$ cat src/rtl/lnk_tx_pkg.sv
package lnk_tx_pkg;

  localparam logic [7:0] CODE_EOF = 8'hD0;
  localparam logic [7:0] CODE_IDL = 8'hEE;
  localparam logic [7:0] CODE_VLF = 8'hFF;

  typedef struct packed {
    logic       ctl;
    logic [7:0] val;
  } lnk_char_t;

  typedef enum logic [1:0] {
    PH_RUN     = 2'd0,
    PH_DRAIN_A = 2'd1,
    PH_DRAIN_B = 2'd2
  } phase_e;

  function automatic lnk_char_t mk_ctl(input logic [7:0] code);
    lnk_char_t c;
    c.ctl = 1'b1;
    c.val = code;
    return c;
  endfunction

  function automatic lnk_char_t mk_data(input logic [7:0] b);
    lnk_char_t c;
    c.ctl = 1'b0;
    c.val = b;
    return c;
  endfunction

  function automatic logic is_ctl_code(input logic [7:0] v);
    return (v == CODE_EOF) || (v == CODE_IDL) || (v == CODE_VLF);
  endfunction

endpackage

$ cat src/rtl/lnk_tx_seq.sv
module lnk_tx_seq
  import lnk_tx_pkg::*;
#(
  parameter int DRAIN_LEN = 16
) (
  input  logic   clk,
  input  logic   rst_n,
  input  logic   lb_req,
  output phase_e phase,
  output logic   pend,
  output logic   seq_start,
  output logic   lb_flip,
  output logic   seq_done,
  output logic   lb_state
);

  localparam int CW = (DRAIN_LEN > 1) ? $clog2(DRAIN_LEN) : 1;
  localparam logic [CW-1:0] LAST = CW'(DRAIN_LEN - 1);

  logic [CW-1:0] cnt;
  logic          run_last;

  assign run_last  = (cnt == LAST);
  assign seq_start = (phase == PH_RUN) && pend;
  assign lb_flip   = (phase == PH_DRAIN_B) && (cnt == '0);
  assign seq_done  = (phase == PH_DRAIN_B) && run_last;

  always_ff @(posedge clk) begin
    if (!rst_n) begin
      phase    <= PH_RUN;
      cnt      <= '0;
      pend     <= 1'b0;
      lb_state <= 1'b0;
    end else begin
      pend     <= lb_req | (pend & ~seq_start);
      lb_state <= lb_state ^ lb_flip;
      case (phase)
        PH_RUN: begin
          if (seq_start) begin
            phase <= PH_DRAIN_A;
            cnt   <= '0;
          end
        end
        PH_DRAIN_A: begin
          if (run_last) begin
            phase <= PH_DRAIN_B;
            cnt   <= '0;
          end else begin
            cnt <= cnt + 1'b1;
          end
        end
        PH_DRAIN_B: begin
          if (run_last) begin
            phase <= PH_RUN;
            cnt   <= '0;
          end else begin
            cnt <= cnt + 1'b1;
          end
        end
        default: begin
          phase <= PH_RUN;
          cnt   <= '0;
        end
      endcase
    end
  end


  pend_held_chk: assert property (@(posedge clk) disable iff (!rst_n)
    (phase != PH_RUN && pend) |=> pend);

endmodule

$ cat src/rtl/lnk_tx_charsel.sv
module lnk_tx_charsel
  import lnk_tx_pkg::*;
(
  input  logic       clk,
  input  logic       rst_n,
  input  logic       accept,
  input  logic [7:0] src_data,
  input  logic       src_eof,
  input  logic       seq_start,
  input  logic       seq_done,
  output lnk_char_t  tx_char,
  output logic       tx_sync
);

  lnk_char_t nxt;
  logic      in_frame;
  logic      resume_q;
  logic      frame_open;
  logic      sync_n;

  assign frame_open = accept & ~src_eof & ~in_frame;
  assign sync_n     = resume_q | frame_open;

  always_comb begin
    nxt = mk_ctl(CODE_IDL);
    if (seq_start)   nxt = mk_ctl(CODE_EOF);
    else if (accept) nxt = src_eof ? mk_ctl(CODE_EOF) : mk_data(src_data);
  end

  always_ff @(posedge clk) begin
    if (!rst_n) begin
      tx_char  <= mk_ctl(CODE_IDL);
      tx_sync  <= 1'b0;
      in_frame <= 1'b0;
      resume_q <= 1'b0;
    end else begin
      tx_char  <= nxt;
      tx_sync  <= sync_n;
      resume_q <= seq_done;
      if (seq_start)   in_frame <= 1'b0;
      else if (accept) in_frame <= ~src_eof;
    end
  end


  data_pass_chk: assert property (@(posedge clk) disable iff (!rst_n)
    (accept && !src_eof) |=> (!tx_char.ctl && tx_char.val == $past(src_data)));


  ctl_code_chk: assert property (@(posedge clk) disable iff (!rst_n)
    tx_char.ctl |-> is_ctl_code(tx_char.val));

endmodule

$ cat src/rtl/lnk_tx_framer.sv
module lnk_tx_framer
  import lnk_tx_pkg::*;
#(
  parameter int DRAIN_LEN = 16
) (
  input  logic       clk,
  input  logic       rst_n,
  input  logic       src_valid,
  input  logic [7:0] src_data,
  input  logic       src_eof,
  output logic       src_ready,
  input  logic       lb_req,
  output logic       tx_ctl,
  output logic [7:0] tx_val,
  output logic       tx_sync,
  output logic       lpbk_out
);

  phase_e    phase;
  logic      pend;
  logic      seq_start;
  logic      lb_flip;
  logic      seq_done;
  logic      accept;
  lnk_char_t tx_char;

  lnk_tx_seq #(.DRAIN_LEN(DRAIN_LEN)) u_seq (
    .clk       (clk),
    .rst_n     (rst_n),
    .lb_req    (lb_req),
    .phase     (phase),
    .pend      (pend),
    .seq_start (seq_start),
    .lb_flip   (lb_flip),
    .seq_done  (seq_done),
    .lb_state  (lpbk_out)
  );

  assign src_ready = (phase == PH_RUN) && !pend;
  assign accept    = src_valid && src_ready;

  lnk_tx_charsel u_sel (
    .clk       (clk),
    .rst_n     (rst_n),
    .accept    (accept),
    .src_data  (src_data),
    .src_eof   (src_eof),
    .seq_start (seq_start),
    .seq_done  (seq_done),
    .tx_char   (tx_char),
    .tx_sync   (tx_sync)
  );

  assign tx_ctl = tx_char.ctl;
  assign tx_val = tx_char.val;


  start_eof_chk: assert property (@(posedge clk) disable iff (!rst_n)
    seq_start |=> (tx_ctl && tx_val == CODE_EOF && !src_ready));


  lb_flip_chk: assert property (@(posedge clk) disable iff (!rst_n)
    lb_flip |=> (lpbk_out != $past(lpbk_out)));


  resume_sync_chk: assert property (@(posedge clk) disable iff (!rst_n)
    seq_done |=> ##1 tx_sync);

endmodule

$ cat config.mk
export PLATFORM = sky130hd
export DESIGN_NAME = lnk_tx_framer
export DESIGN_NICKNAME = d
export VERILOG_FILES = /design/src/rtl/lnk_tx_pkg.sv /design/src/rtl/lnk_tx_seq.sv /design/src/rtl/lnk_tx_charsel.sv /design/src/rtl/lnk_tx_framer.sv
export SDC_FILE = /design/constraint.sdc
export NUM_CORES = 1
export LEC_CHECK = 0
export ABC_AREA = 1
export BUFFER_PORTS_ARGS = -buffer_cell sky130_fd_sc_hd__buf_2
export CORE_UTILIZATION = 57
export CTS_BUF_LIST = sky130_fd_sc_hd__clkbuf_8
export DETAILED_ROUTE_END_ITERATION = 8
export PLACE_DENSITY = 0.9
export REMOVE_ABC_BUFFERS = 1
export SLEW_MARGIN = 20
export SYNTH_ARGS = -nofsm -noshare
export SYNTH_HDL_FRONTEND = slang
export SYNTH_HIERARCHICAL = 1
export SYNTH_SLANG_ARGS = --single-unit
$ cat constraint.sdc
create_clock -name clk -period 3.23 [get_ports clk]
set_input_delay 0 -clock clk [delete_from_list [all_inputs] [get_ports clk]]
set_output_delay 0 -clock clk [all_outputs]
set_load 0.02 [all_outputs]
# Word level (Yosys, flattened, before mapping)
# Index checks and enable logic that the tools add are counted.
[word_totals]
input_bits = 13
register_bits = 20
output_inout_bits = 12
wordCells = 51
[op_classes]
n_addsub = 1
muxes = 10
reduce_logical = 13
n_bitwise = 11
n_eq_ne = 6
[ops]
columns = ["op", "count"]
rows = [
  ["$mux 6", 2],
  ["$mux 9", 1],
  ["$mux 4", 2],
  ["$pmux 4 s2", 1],
  ["$mux 2", 3],
  ["$ne 2x1->1 const B", 3],
  ["$pmux 2 s3", 1],
  ["$logic_and 1x1->1", 5],
  ["$not 1->1", 5],
  ["$add 4x1->4 const B", 1],
  ["$eq 4x4->1 const B", 1],
  ["$logic_not 4->1", 1],
  ["$reduce_or 2->1", 2],
  ["$reduce_or 4->1", 1],
  ["$and 1x1->1", 3],
  ["$reduce_and 3->1", 1],
  ["$reduce_or 3->1", 1],
  ["$eq 2x1->1 const B", 1],
  ["$eq 2x2->1 const B", 1],
  ["$logic_not 2->1", 1],
  ["$or 1x1->1", 2],
  ["$logic_not 1->1", 1],
  ["$xor 1x1->1", 1],
]

# Depth between registers and ports, before layout
# Gate-level depths: netlist of the first run.
[depth]
ltp_word = 6
depth_mapped = 7
ltp_nobuf = 7

# Hierarchy
# The synthesis of the first run kept the hierarchy.
[modules_own_cells]
columns = ["mod", "cells_per_inst", "instances", "seq_area_each_um2", "area_each_um2"]
rows = [
  ["lnk_tx_seq", 64, 1, 160.2, 481.7],
  ["lnk_tx_charsel", 49, 1, 240.2, 420.4],
  ["lnk_tx_framer", 6, 1, 0.0, 25.0],
]

# Worst setup path after synthesis of the first run
# OpenSTA, ideal clock, no wires.
[synth_path]
path_type = "flip-flop to flip-flop"
from = "reg u_seq.phase[0]"
to = "reg, netlist name u_sel/tx_char[6]"
n_path_buf = 0
t_required_ns = 3.101
arrival_time_ns = 1.044
synth_period_minus_slack_ns = 1.173
setup_ns = 0.129
path_slack_ns = 2.057
stages_incl_launch_ff = 7
path_cell_list = "dfxtp_1 > inv_1 > ha_1 > nand2_1 > inv_1 > nor2_4 > nand4_1"
[synth_between]
word_cells_on_any_way = 6
cone_classes = "bitwise: 1; reduce/logical: 5"
[synth_rtl]
columns = ["element", "line", "rtl"]
rows = [
  ["from (decl)", "lnk_tx_seq.sv:9", "output phase_e phase,"],
  ["from (signal assigned)", "lnk_tx_seq.sv:30", "phase <= PH_RUN;"],
  ["from (signal assigned)", "lnk_tx_seq.sv:40", "phase <= PH_DRAIN_A;"],
  ["from (signal assigned)", "lnk_tx_seq.sv:46", "phase <= PH_DRAIN_B;"],
  ["$logic_not 2->1", "lnk_tx_seq.sv:24", "assign seq_start = (phase == PH_RUN) && pend;"],
  ["$logic_and 1x1->1", "lnk_tx_seq.sv:24", ""],
  ["via seq_start", "lnk_tx_framer.sv:21", "logic seq_start;"],
  ["$reduce_or 4->1 (no source line)", "--", ""],
]
# The timed path passes the listed nets, and every way through them passes these cells.
# A chain may end at the register's enable or synchronous reset.

# Final worst setup path of the first run
[layout_path]
from = "reg u_seq.phase[0]"
to = "reg, netlist name u_sel/tx_char[0]"
[layout_between]
word_cells_on_any_way = 6
cone_classes = "bitwise: 1; reduce/logical: 5"
[layout_rtl]
columns = ["element", "line"]
rows = [
  ["$logic_not 2->1", "lnk_tx_seq.sv:24"],
  ["$logic_and 1x1->1", "lnk_tx_seq.sv:24"],
  ["via seq_start", "lnk_tx_framer.sv:21"],
  ["$reduce_or 4->1 (no source line)", "--"],
]
# The timed path passes the listed nets, and every way through them passes these cells.

==> results of run 1 <==
-- final timing paths --
kind / end / depth (start not counted) / slack [ns]
worst max-delay path: u_sel/tx_char[0]$_SDFF_PP0_ / 7 / 1.91
worst min-delay path: u_sel/tx_char[1]$_SDFF_PN1_ / 2 / 0.01
worst max register to register: u_sel/tx_char[0]$_SDFF_PP0_ / 7 / 1.91
worst min register to register: u_sel/tx_sync$_SDFF_PN0_ / 2 / 0.46
-- area by class of cell --
cell class | instances | share of cell area (%)
sequential | 20 | 34.7
tap | 16 | 1.74
multi-input combinational | 76 | 38.1
timing repair buffer | 28 | 13.9
clock buffer | 4 | 4.77
inverter | 21 | 6.83
-- registers in the layout (all words and copies together), names as in the netlist --
name            flops
u_sel/tx_char       9
u_seq/cnt           4
u_seq/phase         2
u_sel/in_frame      1
u_sel/resume_q      1
u_sel/tx_sync       1
u_seq/lb_state      1
u_seq/pend          1
-- stage by stage --
stage / setup slack, ns / instance area [sq um] / hold slack [ns] / power [W] / std cells
2_1_floorplan: 2.05 / 918 / 0.0687 / 0.000545 / 117
3_3_place_gp: 2.00 / 1060 / 0.200 / 0.000610 / 157
3_5_place_dp: 1.93 / 1060 / 0.206 / 0.000619 / 157
4_1_cts: 1.91 / 1150 / 0.0151 / 0.000813 / 165
5_1_grt: 1.77 / 1150 / 0.0153 / 0.000862 / 165
6_report: 1.91 / 1150 / 0.0130 / 0.000811 / 165
-- layer usage --
metal / share of wire (%) / vias up / global-route usage (%)
met3: 4.3 / 4 / 5.17
met2: 51 / 23 / 38.8
met4: 1.7 / 0 / 9.38
met5: 0 / - / 0
met1: 43 / 359 / 23.5
li1: - / 426 / -
-- power by group --
group	switching [W]	internal [W]	total (W)
logic	0.000191	0.000113	0.000303
clock network	0.0000800	0.000108	0.000188
registers	0.0000286	0.000291	0.000319
total	0.000299	0.000512	0.000811
-- repair_timing --
item,4_1_cts,5_1_grt
hold buffers,4,0
endpoints found under the setup margin,0,0
endpoints found under the hold margin,4,0
==> metrics.cfg, run 1 <==
[cts]
cts_resized=0
cts-htree-levels=1
cts_max_path_buffers=2
numCtsBuffers=3
insertion_delay_ns=0.26
cts.sinks=20
cts_tree=done
cts_root_buf=clkbuf_8
clkTransAtPathRegs_ns=0.07
cts_setup_buffers=0

[synthesis]
synth.avg_cell_area_sq_um=7.83
synthCells=118
synth_area_sq_um=923
yosysWarnings=6

[critical_path]
required_ns=3.43
r2r-start=u_seq/phase[0]$_SDFFE_PN0P_
path_cells=inv_1, ha_1, nand2_1, inv_1, nor2_4, nand3_4, nor2_2
worstSetupStartpoint=u_seq/phase[0]$_SDFFE_PN0P_
critical_path_arrival_ns=1.52
cp_top_family=simple AND/OR/NAND/NOR gates
cp_max_fo=5
crit_path_max_incr_delay_ns=0.40
cp_slowest_cell=dfxtp_1
end_kind=flop
crit_buf_inv=2
cp_common_cell=inv_1
startpoint_type=flop
criticalPathCategory=flop to flop

[floorplan]
rows=14
die_y_um=42.3
ioPinCount=25
start_util_pct=61.3
die_w_um=42.3
die_area_sq_mm=0.00179
coreArea_sq_mm=0.00151

[finish]
layout.nets=170
layout_commonest_cell=nand2_1
final_cell_mix=27 x nand2_1, 24 x buf_2, 20 x dfxtp_1, 17 x inv_1, 13 x nor2_1
multiInputGateArea_sq_um=439
area_growth_pct=24.9
finish.utilization_pct=76.6
register_area_sq_um=400
layout-drive-gt1-share_pct=26.2
n_fill_cell=105
diodes=0

[sta]
rsz0062_at_grt=false
fin_crit_sh_pct=40.7
period_minus_slack_ns=1.32
relSlewSlack_pct=69.8
worst_slew_pin_slew_ns=0.453
maxSlewViolCount=0
skew_ns=0.00379
hold_violations=0
setup_viol=0
fin_setup_tns_ns=0
fmax_ghz=0.760

[job]
drv_cap=0

[placement]
hpwlAfterDp_um=1170
port_buffers=24
gp_congestion=0.832

[hold_path]
hold_path.class=primary input to flop
min-delay-start=rst_n

[power_and_ir_drop]
ir_drop_uv=459
powerDensity_mw_per_mm2=703
p_leak_nw=0.568

[global_route]
grt_max_degree=12
grt_antenna_before_repair=0
grt_pass1_vias=707
grt_pass1_wl_um=2860
grt_usage_pct=21.5
grt_overflow=0

[route]
drt_iter0_markers=20
postRouteWirelength_um=1780
wl_per_cell_um=10.8
drc=0
ant_nets=0
via_per_inst=4.92
dr.pass1.iters=4
vias=812

[outcome]
status=finished, final reports clean

Power figures use the tool's default switching activity.
==> run 2, diff against run 1 <==
- ABC_AREA: 1 -> 0
- CORE_UTILIZATION: 57 -> 47
- PLACE_DENSITY: 0.9 -> 0.8
- clock period: 3.23 -> 1.2 ns (I/O delays scaled with it)
==> metrics.cfg, run 2 <==
[critical_path]
critical_path_arrival_ns=1.60  ; +0.08 ns
path_cells=inv_2, ha_4, nor2b_4, or4b_1, a31oi_1
cp_top_family=simple AND/OR/NAND/NOR gates
end_kind=flop
cp_max_fo=3  ; -2
required_ns=1.38  ; -2.05 ns
crit_path_max_incr_delay_ns=0.50  ; +0.10 ns
crit_buf_inv=1  ; -1
startpoint_type=flop
cp_slowest_cell=or4b_1
criticalPathCategory=flop to flop

[placement]
dpl_cell_area_sq_mm=0.00114  ; +7.6%
port_buffers=24  ; unchanged
gp_congestion=0.845  ; +1.5%
hpwlAfterDp_um=1250  ; +7.1%

[sta]
maxSlewViolCount=0  ; unchanged
period_minus_slack_ns=1.42  ; +0.107 ns
relSlewSlack_pct=79.3  ; +9.6 points
hold_violations=0  ; unchanged
setup_viol=18  ; +18
fmax_ghz=0.703  ; -7.5%
rsz0062_at_grt=true
fin_setup_tns_ns=-2.46  ; -2.46 ns
fin_crit_sh_pct=119  ; +78 points
skew_ns=0.00288  ; -0.000912 ns
worst_slew_pin_slew_ns=0.308  ; -0.145 ns
setup_ws_ns=-0.223  ; -2.14 ns

[cts]
numCtsBuffers=3  ; unchanged
cts_max_path_buffers=2  ; unchanged
cts.sinks=20  ; unchanged
cts_root_buf=clkbuf_8
cts-htree-levels=1  ; unchanged
clkTransAtPathRegs_ns=0.07  ; about the same
insertion_delay_ns=0.25  ; about the same
cts_tree=done

[global_route]
grt_pass1_vias=805  ; +14%
grt_max_degree=12  ; unchanged
grt_antenna_before_repair=0  ; unchanged
grt_overflow=0  ; unchanged
grt_usage_pct=23.8  ; +2.3 points
grt_pass1_wl_um=3420  ; +20%

[synthesis]
synth_ff_type=dfxtp_1
synth.top_cell.area_share_pct=45.8
yosysWarnings=6  ; unchanged
synth.avg_cell_area_sq_um=9.83  ; +26%
synth_top_area_cell=dfxtp_1
async_flop_share_pct=0
synth_area_leaders=dfxtp_1 46%, ha_1 10%, inv_1 3.9%
synth-edff-count=0
ys_ff_latch=20
synth_area_sq_um=875  ; -5.3%
synth.most_common_cell=dfxtp_1
ys_types=28
synthCells=89  ; -25%
synth-seq-area-share_pct=45.8
synth_common_cells=20 x dfxtp_1, 9 x inv_1, 7 x ha_1, 7 x nand2_1, 6 x nor2_1

[floorplan]
die_area_sq_mm=0.00204  ; +14%
die_y_um=45.1  ; +6.8%
coreArea_sq_mm=0.00173  ; +15%
die_w_um=45.1  ; +6.8%
rows=15  ; +1
ioPinCount=25  ; unchanged
start_util_pct=50.7  ; -11 points

[finish]
largest_register_ffs=9  ; unchanged
layout-drive-gt1-share_pct=50.3  ; +24 points
layout.nets=164  ; -3.5%
top_register=u_sel/tx_char
final_cell_area_sq_mm=0.00140  ; +21%
layout_commonest_cell=buf_2
diodes=0  ; unchanged
final_cell_mix=24 x buf_2, 16 x dfxtp_1, 15 x buf_4, 8 x dlygate4sd3_1, 7 x nand2_1
area_growth_pct=59.9
top_regs=u_sel/tx_char (9), u_seq/cnt (4), u_seq/phase (2)

[route]
ant_nets=0  ; unchanged
via_per_inst=4.92  ; about the same
drt_iter0_markers=17  ; -15%
vias=826  ; +1.7%
dr.pass1.iters=4  ; unchanged
drc=0  ; unchanged
postRouteWirelength_um=2440  ; +37%
wl_per_cell_um=14.5  ; +35%

[power_and_ir_drop]
p_leak_nw=0.607  ; +7.0%
internal_power_w=0.00165  ; +220%
p_seq_share_pct=33.5  ; -5.9 points
powerDensity_mw_per_mm2=1760  ; +150%
switching_share_pct=33.1  ; -3.8 points
combPwrFrac_pct=46.4  ; +9.0 points
ir_drop_uv=1070  ; +130%
p_sw_w=0.000815  ; +170%
pwr-share-clk_pct=20.0  ; -3.2 points

[outcome]
status=complete, but fails checks
violations=setup timing

[job]
drv_cap=0  ; unchanged

[hold_path]
hold_path.class=primary input to flop

[run 2: area by class of cell]
cell class | instances | area [sq um]
clock buffer | 4 | 55.1
fill | 108 | 328
inverter | 9 | 36.3
multi-input combinational | 60 | 522
sequential | 20 | 408
tap | 25 | 31.3
timing repair buffer | 50 | 347
[run 2: logic make-up after synthesis]
logic type,after synthesis,synth area share (%)
compound gates,13,10.3
xor+xnor,1,1.00
fa+ha+maj,7,10.0
buf+inv,9,3.86
flops,20,45.8
mux,2,2.29
simple gates,37,26.8
[run 2: what timing repair did]
action,CTS,global route
endpoints found under the setup margin,18,19
gates resized for setup,18,12
buffers inserted,2,1
pin swaps,9,5
hold buffers,8,0
hold endpoints to repair,8,0
[run 2: per-stage QoR]
stage	total power (W)	worst slack [ns]	cells	hold WS [ns]	util, %
2_1_floorplan	0.00129	-0.371	89	0.0964	-
3_3_place_gp	0.00161	-0.251	153	0.180	65.9
3_5_place_dp	0.00164	-0.308	153	0.184	65.9
4_1_cts	0.00236	-0.160	167	0.00666	78.0
5_1_grt	0.00260	-0.263	168	0.0352	81.0
6_report	0.00246	-0.223	168	0.0441	81.0
[run 2: power by group through the flow]
stage | sequential, W | combinational [W] | clock (W)
final | 0.000827 | 0.00114 | 0.000494
after global routing | 0.000836 | 0.00122 | 0.000542
after CTS | 0.000813 | 0.00103 | 0.000515
after detailed placement | 0.000816 | 0.000822 | 0
after global placement | 0.000809 | 0.000796 | 0
after floorplan | 0.000889 | 0.000401 | 0
[run 2: path summary, 6_finish.rpt]
check	slack [ns]	from	cells past startpoint	endpoint
worst max-delay path	-0.22	u_seq/phase[0]$_SDFFE_PN0P_	5	u_seq/cnt[3]$_SDFFE_PN0P_
worst min-delay path	0.04	src_eof	2	u_sel/in_frame$_SDFFE_PP0P_
worst max register to register	-0.22	u_seq/phase[0]$_SDFFE_PN0P_	5	u_seq/cnt[3]$_SDFFE_PN0P_
worst min register to register	0.45	u_sel/resume_q$_SDFF_PN0_	1	u_sel/tx_sync$_SDFF_PN0_
[run 2: layer usage]
metal	global-route usage (%)	vias up	share of wire [%]
met1	25.7	384	42
li1	-	410	-
met4	15.2	0	1.4
met3	4.40	4	4.0
met2	42.0	28	53
met5	0	-	0
